File: src/rtl/scl_pkg.sv
package scl_pkg;
  typedef enum logic {PH_LOW = 1'b0, PH_HIGH = 1'b1} scl_phase_e;

  function automatic int unsigned exp_bits(input int unsigned max_exp);
    return (max_exp < 1) ? 1 : $clog2(max_exp + 1);
  endfunction

  function automatic int unsigned len_bits(input int unsigned div_w,
                                           input int unsigned max_exp,
                                           input int unsigned offset);
    return $clog2(((2 ** div_w) - 1) * (2 ** max_exp) + offset + 1);
  endfunction
endpackage

File: src/rtl/scl_rst_sync.sv
module scl_rst_sync (
  input  logic clk,
  input  logic rst_n,
  output logic rst_sync_n
);
  logic [1:0] sync_q;

  always_ff @(posedge clk or negedge rst_n) begin
    if (!rst_n) sync_q <= 2'b00;
    else        sync_q <= {sync_q[0], 1'b1};
  end

  assign rst_sync_n = sync_q[1];
endmodule

File: src/rtl/scl_phase_len.sv
module scl_phase_len #(
  parameter int unsigned DIV_W   = 8,
  parameter int unsigned EXP_W   = 3,
  parameter int unsigned MAX_EXP = 7,
  parameter int unsigned OFFSET  = 4,
  parameter int unsigned LEN_W   = 16
) (
  input  logic [DIV_W-1:0] div,
  input  logic [EXP_W-1:0] exp_raw,
  output logic [LEN_W-1:0] len
);
  localparam logic [EXP_W-1:0] EXP_CAP = EXP_W'(MAX_EXP);
  logic [EXP_W-1:0] exp_eff;

  always_comb begin
    exp_eff = (exp_raw > EXP_CAP) ? EXP_CAP : exp_raw;
    len     = (LEN_W'(div) << exp_eff) + LEN_W'(OFFSET);
  end
endmodule

File: src/rtl/scl_phase_timer.sv
module scl_phase_timer
  import scl_pkg::*;
#(
  parameter int unsigned LEN_W = 16
) (
  input  logic             clk,
  input  logic             rst_n,
  input  logic             en,
  input  logic [LEN_W-1:0] len_low,
  input  logic [LEN_W-1:0] len_high,
  output logic             active,
  output scl_phase_e       phase,
  output logic [LEN_W-1:0] cnt,
  output logic [LEN_W-1:0] len_cur
);
  logic             active_d;
  scl_phase_e       phase_d;
  logic [LEN_W-1:0] cnt_d;
  logic [LEN_W-1:0] len_d;
  logic             upd_en;
  logic             last_cyc;

  assign upd_en   = en | active;
  assign last_cyc = (cnt == len_cur - LEN_W'(1));

  always_comb begin
    active_d = active;
    phase_d  = phase;
    cnt_d    = cnt;
    len_d    = len_cur;
    if (!en) begin
      active_d = 1'b0;
      phase_d  = PH_LOW;
      cnt_d    = '0;
      len_d    = '0;
    end else if (!active) begin
      active_d = 1'b1;
      phase_d  = PH_LOW;
      cnt_d    = '0;
      len_d    = len_low;
    end else if (last_cyc) begin
      cnt_d = '0;
      if (phase == PH_LOW) begin
        phase_d = PH_HIGH;
        len_d   = len_high;
      end else begin
        phase_d = PH_LOW;
        len_d   = len_low;
      end
    end else begin
      cnt_d = cnt + LEN_W'(1);
    end
  end

  always_ff @(posedge clk or negedge rst_n) begin
    if (!rst_n) begin
      active  <= 1'b0;
      phase   <= PH_LOW;
      cnt     <= '0;
      len_cur <= '0;
    end else if (upd_en) begin
      active  <= active_d;
      phase   <= phase_d;
      cnt     <= cnt_d;
      len_cur <= len_d;
    end
  end
endmodule

File: src/rtl/scl_strobe_gen.sv
module scl_strobe_gen
  import scl_pkg::*;
#(
  parameter int unsigned LEN_W = 16
) (
  input  logic             active,
  input  scl_phase_e       phase,
  input  logic [LEN_W-1:0] cnt,
  input  logic [LEN_W-1:0] len_cur,
  output logic             scl,
  output logic             sample_stb,
  output logic             drive_stb
);
  always_comb begin
    scl        = !active || (phase == PH_HIGH);
    drive_stb  = active && (phase == PH_LOW)  && (cnt == '0);
    sample_stb = active && (phase == PH_HIGH) && (cnt == (len_cur >> 1));
  end
endmodule

File: src/rtl/scl_clk_gen.sv
module scl_clk_gen
  import scl_pkg::*;
#(
  parameter int unsigned OFFSET  = 4,
  parameter int unsigned MAX_EXP = 7,
  parameter int unsigned EXP_W   = exp_bits(MAX_EXP),
  parameter int unsigned CFG_W   = 16 + EXP_W
) (
  input  logic             clk,
  input  logic             rst_n,
  input  logic             en,
  input  logic [CFG_W-1:0] cfg,
  output logic             scl,
  output logic             sample_stb,
  output logic             drive_stb
);
  localparam int unsigned DIV_W = 8;
  localparam int unsigned LEN_W = len_bits(DIV_W, MAX_EXP, OFFSET);
  localparam int unsigned EXP_LSB = 2 * DIV_W;

  logic             rst_sync_n;
  logic [LEN_W-1:0] len_sel [2];
  logic             active;
  scl_phase_e       phase;
  logic [LEN_W-1:0] cnt;
  logic [LEN_W-1:0] len_cur;

  scl_rst_sync u_rst_sync (
    .clk        (clk),
    .rst_n      (rst_n),
    .rst_sync_n (rst_sync_n)
  );

  // index 0: low-phase divider in bits 7:0; index 1: high-phase divider in bits 15:8
  for (genvar g = 0; g < 2; g++) begin : g_len
    scl_phase_len #(
      .DIV_W   (DIV_W),
      .EXP_W   (EXP_W),
      .MAX_EXP (MAX_EXP),
      .OFFSET  (OFFSET),
      .LEN_W   (LEN_W)
    ) u_len (
      .div     (cfg[g*DIV_W +: DIV_W]),
      .exp_raw (cfg[EXP_LSB +: EXP_W]),
      .len     (len_sel[g])
    );
  end

  scl_phase_timer #(.LEN_W(LEN_W)) u_timer (
    .clk      (clk),
    .rst_n    (rst_sync_n),
    .en       (en),
    .len_low  (len_sel[0]),
    .len_high (len_sel[1]),
    .active   (active),
    .phase    (phase),
    .cnt      (cnt),
    .len_cur  (len_cur)
  );

  scl_strobe_gen #(.LEN_W(LEN_W)) u_stb (
    .active     (active),
    .phase      (phase),
    .cnt        (cnt),
    .len_cur    (len_cur),
    .scl        (scl),
    .sample_stb (sample_stb),
    .drive_stb  (drive_stb)
  );
endmodule

File: config.mk
export PLATFORM = sky130hd
export DESIGN_NAME = scl_clk_gen
export DESIGN_NICKNAME = d
export VERILOG_FILES = /design/src/rtl/scl_pkg.sv /design/src/rtl/scl_rst_sync.sv /design/src/rtl/scl_phase_len.sv /design/src/rtl/scl_phase_timer.sv /design/src/rtl/scl_strobe_gen.sv /design/src/rtl/scl_clk_gen.sv
export SDC_FILE = /design/constraint.sdc
export NUM_CORES = 1
export LEC_CHECK = 0
export ABC_AREA = 1
export BUFFER_PORTS_ARGS = -buffer_cell sky130_fd_sc_hd__buf_2
export CAP_MARGIN = 20
export CORE_MARGIN = 2
export CORE_UTILIZATION = 40
export CTS_CLUSTER_SIZE = 30
export DETAILED_ROUTE_END_ITERATION = 8
export PLACE_DENSITY = 0.54
export SKIP_CTS_REPAIR_TIMING = 1
export SLEW_MARGIN = 0
export SYNTH_ARGS = -nofsm -noshare
export SYNTH_HDL_FRONTEND = slang
export SYNTH_HIERARCHICAL = 1
export SYNTH_SLANG_ARGS = --single-unit
File: constraint.sdc
create_clock -name clk -period 1.1 [get_ports clk]
set_input_delay 0.22 -clock clk [delete_from_list [all_inputs] [get_ports clk]]
set_output_delay 0.22 -clock clk [all_outputs]
set_load 0.02 [all_outputs]
==> results.toml <==
[status]
status = "finished, violations left"
violations = "negative setup slack"

[power]
p_leak_nw = 2.90
p_per_area_nw_per_um2 = 917
peakVddDrop_mv = 0.445

[final_layout]
layout-drive-gt1-share = 0.363
area_growth_pct = 44.3
fillCellCount = 887
diodes = 0
finalNetCount = 802
layout.cells.non_filler = 906
multi_input_area_sq_um = 2920
seqCellArea_sq_um = 858

[cts]
numCtsBuffers = 5
cts_max_level = 2
cts_buffer_depth = 2
clock_latency_ps = 290
cts_tree = "built"
clock-sinks = 34
root_buffer = "clkbuf_8"
clkTransAtPathRegs_ps = 80

[sta]
worst_slack_ps = -900
period_share = 1.82
period_needed_ps = 2000
clock_skew_ps = 8.45
rsz0062_at_grt = "true"
setup_violations = 34
fmax_mhz = 500
fin_setup_tns_ps = -28970
hold_viol_final = 0
finalMaxSlewViolations = 0

[global_routing]
grt_pass1_wl_um = 17900
grt_max_degree = 33
grt_pass1_vias = 3938
grt-ovfl-total = 0
antenna_found_initial = 0
track_usage = 0.213

[routing]
vias = 4329
drt-initial-drc-count = 149
wirelength_um = 11200
dr.pass1.iters = 4
vias_per_cell = 4.78
wl_per_cell_um = 12.4
drtAntennaViolNets = 0
drc_errors = 0

[die]
initial_core_util = 0.417
dieArea_sq_um = 10500
die_h_um = 103
io_pins = 25
rows = 35
die_width_um = 103
core_sq_um = 9330

[worst_setup_path]
worstSetupPathType = "reg -> reg"
cp-start-kind = "register"
required_ps = 1270
endpoint_kind = "register"
worstPathArrival_ps = 2170
crit_fanout = 7

[yosys]
avgSynthCellArea_sq_um = 6.21
synthTopCellsByCount = "nand2_1 (189), nor2_1 (85), nand3_1 (76), inv_1 (53), dfrtp_1 (34)"
yosysWarningCount = 6
synth_top_area_frac = 0.219
synth_nets = 652
synth_seq_area_share = 0.219
synth_top_cell_by_area = "dfrtp_1"
synth-edff-count = 0
synth_flop_cell = "dfrtp_1"
synthArstFlopShare = 1.00
synth.distinct_cells = 39
ys_top_cells_by_area = "dfrtp_1 (22%), nand2_1 (18%), nand3_1 (9.8%)"
syn_area_sq_um = 3890
ys_ff_latch = 34
syn-instance-count = 626
synth.most_common_cell = "nand2_1"

[placement]
place_inst = 890
portBuffers = 24
gp_congestion = 0.895
dp.final_hpwl_um = 8850
place_ws_ps = -1030

[hold_path]
hold_path_class = "reg -> async"

[flow_run]
maxCapViolations = 0
[per-stage QoR]
step	hold slack [ps]	util	total power, W	cell area (sq um)
2_1_floorplan	-75.6	-	0.00295	3920
3_3_place_gp	4.87	0.547	0.00383	5100
3_5_place_dp	5.51	0.547	0.00387	5100
4_1_cts	-310	0.557	0.00489	5190
5_1_grt	232	0.601	0.00554	5610
6_report	218	0.601	0.00514	5610
[placed cells by master, fill, tap and decap left out, types with 4 or more instances in the layout]
cell type / n
buf_12: 4
buf_2: 21
buf_4: 119
buf_6: 16
clkbuf_8: 6
dfrtp_1: 28
dfrtp_2: 6
inv_1: 48
inv_2: 8
nand2_1: 183
nand2_2: 26
nand2_4: 4
nand3_1: 71
nand3_2: 16
nand3b_1: 6
nand4_1: 4
nor2_1: 76
nor2_2: 14
nor2_4: 8
o21ai_0: 17
o22ai_2: 7
xnor2_1: 15
xor2_1: 22
[final timing paths]
path / startpoint / depth (start not counted) / end / slack (ps)
worst max-delay path: u_timer/len_cur[0]$_DFFE_PN0P_ / 13 / u_timer/cnt[6]$_DFFE_PN0P_ / -900
worst min-delay path: u_rst_sync/sync_q[1]$_DFF_PN0_ / 1 / u_timer/cnt[0]$_DFFE_PN0P_ / 220
worst max register to register: u_timer/len_cur[0]$_DFFE_PN0P_ / 13 / u_timer/cnt[6]$_DFFE_PN0P_ / -900
worst min register to register: u_rst_sync/sync_q[1]$_DFF_PN0_ / 1 / u_timer/cnt[0]$_DFFE_PN0P_ / 220
max in group asynchronous: u_rst_sync/sync_q[1]$_DFF_PN0_ / 1 / u_timer/len_cur[4]$_DFFE_PN0P_ / 690
min in group clk: en / 2 / u_timer/active$_DFFE_PN0P_ / 270
[routing by layer]
metal | wire, um | GRT usage | vias to the layer above
li1 | - | - | 2279
met1 | 4720 | 0.262 | 1969
met2 | 6090 | 0.398 | 67
met3 | 236 | 0.0183 | 14
met4 | 191 | 0.0554 | 0
met5 | 0 | 0 | -
[power by group]
| group | switching [W] | internal (W) | total (W) |
|---|---|---|---|
| clock network | 0.000500 | 0.000506 | 0.00101 |
| registers | 0.000134 | 0.00136 | 0.00149 |
| logic | 0.00141 | 0.00123 | 0.00265 |
| total | 0.00205 | 0.00309 | 0.00514 |
[flip-flops by register name (all words and copies together), names as in the netlist]
name	flops
u_timer/cnt	15
u_timer/len_cur	15
u_rst_sync/sync_q	2
u_timer/active	1
u_timer/phase	1
[cell type report]
class / count / share of cell area
Sequential cell: 34 / 0.153
Inverter: 61 / 0.0435
Tap cell: 129 / 0.0288
Clock buffer: 7 / 0.0154
Timing Repair Buffer: 164 / 0.238
Clock inverter: 1 / 0.000893
Multi-Input combinational cell: 510 / 0.520
[cells by family after synthesis]
logic type      Yosys count  synth area share
compound gates           36            0.0522
xor+xnor                 44             0.108
fa+ha+maj                 4            0.0129
buf+inv                  83             0.100
flops                    34             0.219
other cells               1          0.000965
simple gates            424             0.506
[worst max-delay path: stages, from the launching register on]
cell and delay, ps:
dfrtp_1 400, inv_2 90, ha_4 160, nand2_4 90, nor2_4 140, buf_4 120, nand3b_1 70, nand2_1 100
nand3_2 80, nor2_2 130, nand2_2 100, nand2_8 160, buf_12 160, o22ai_2 70
Power figures use the tool's default switching activity.
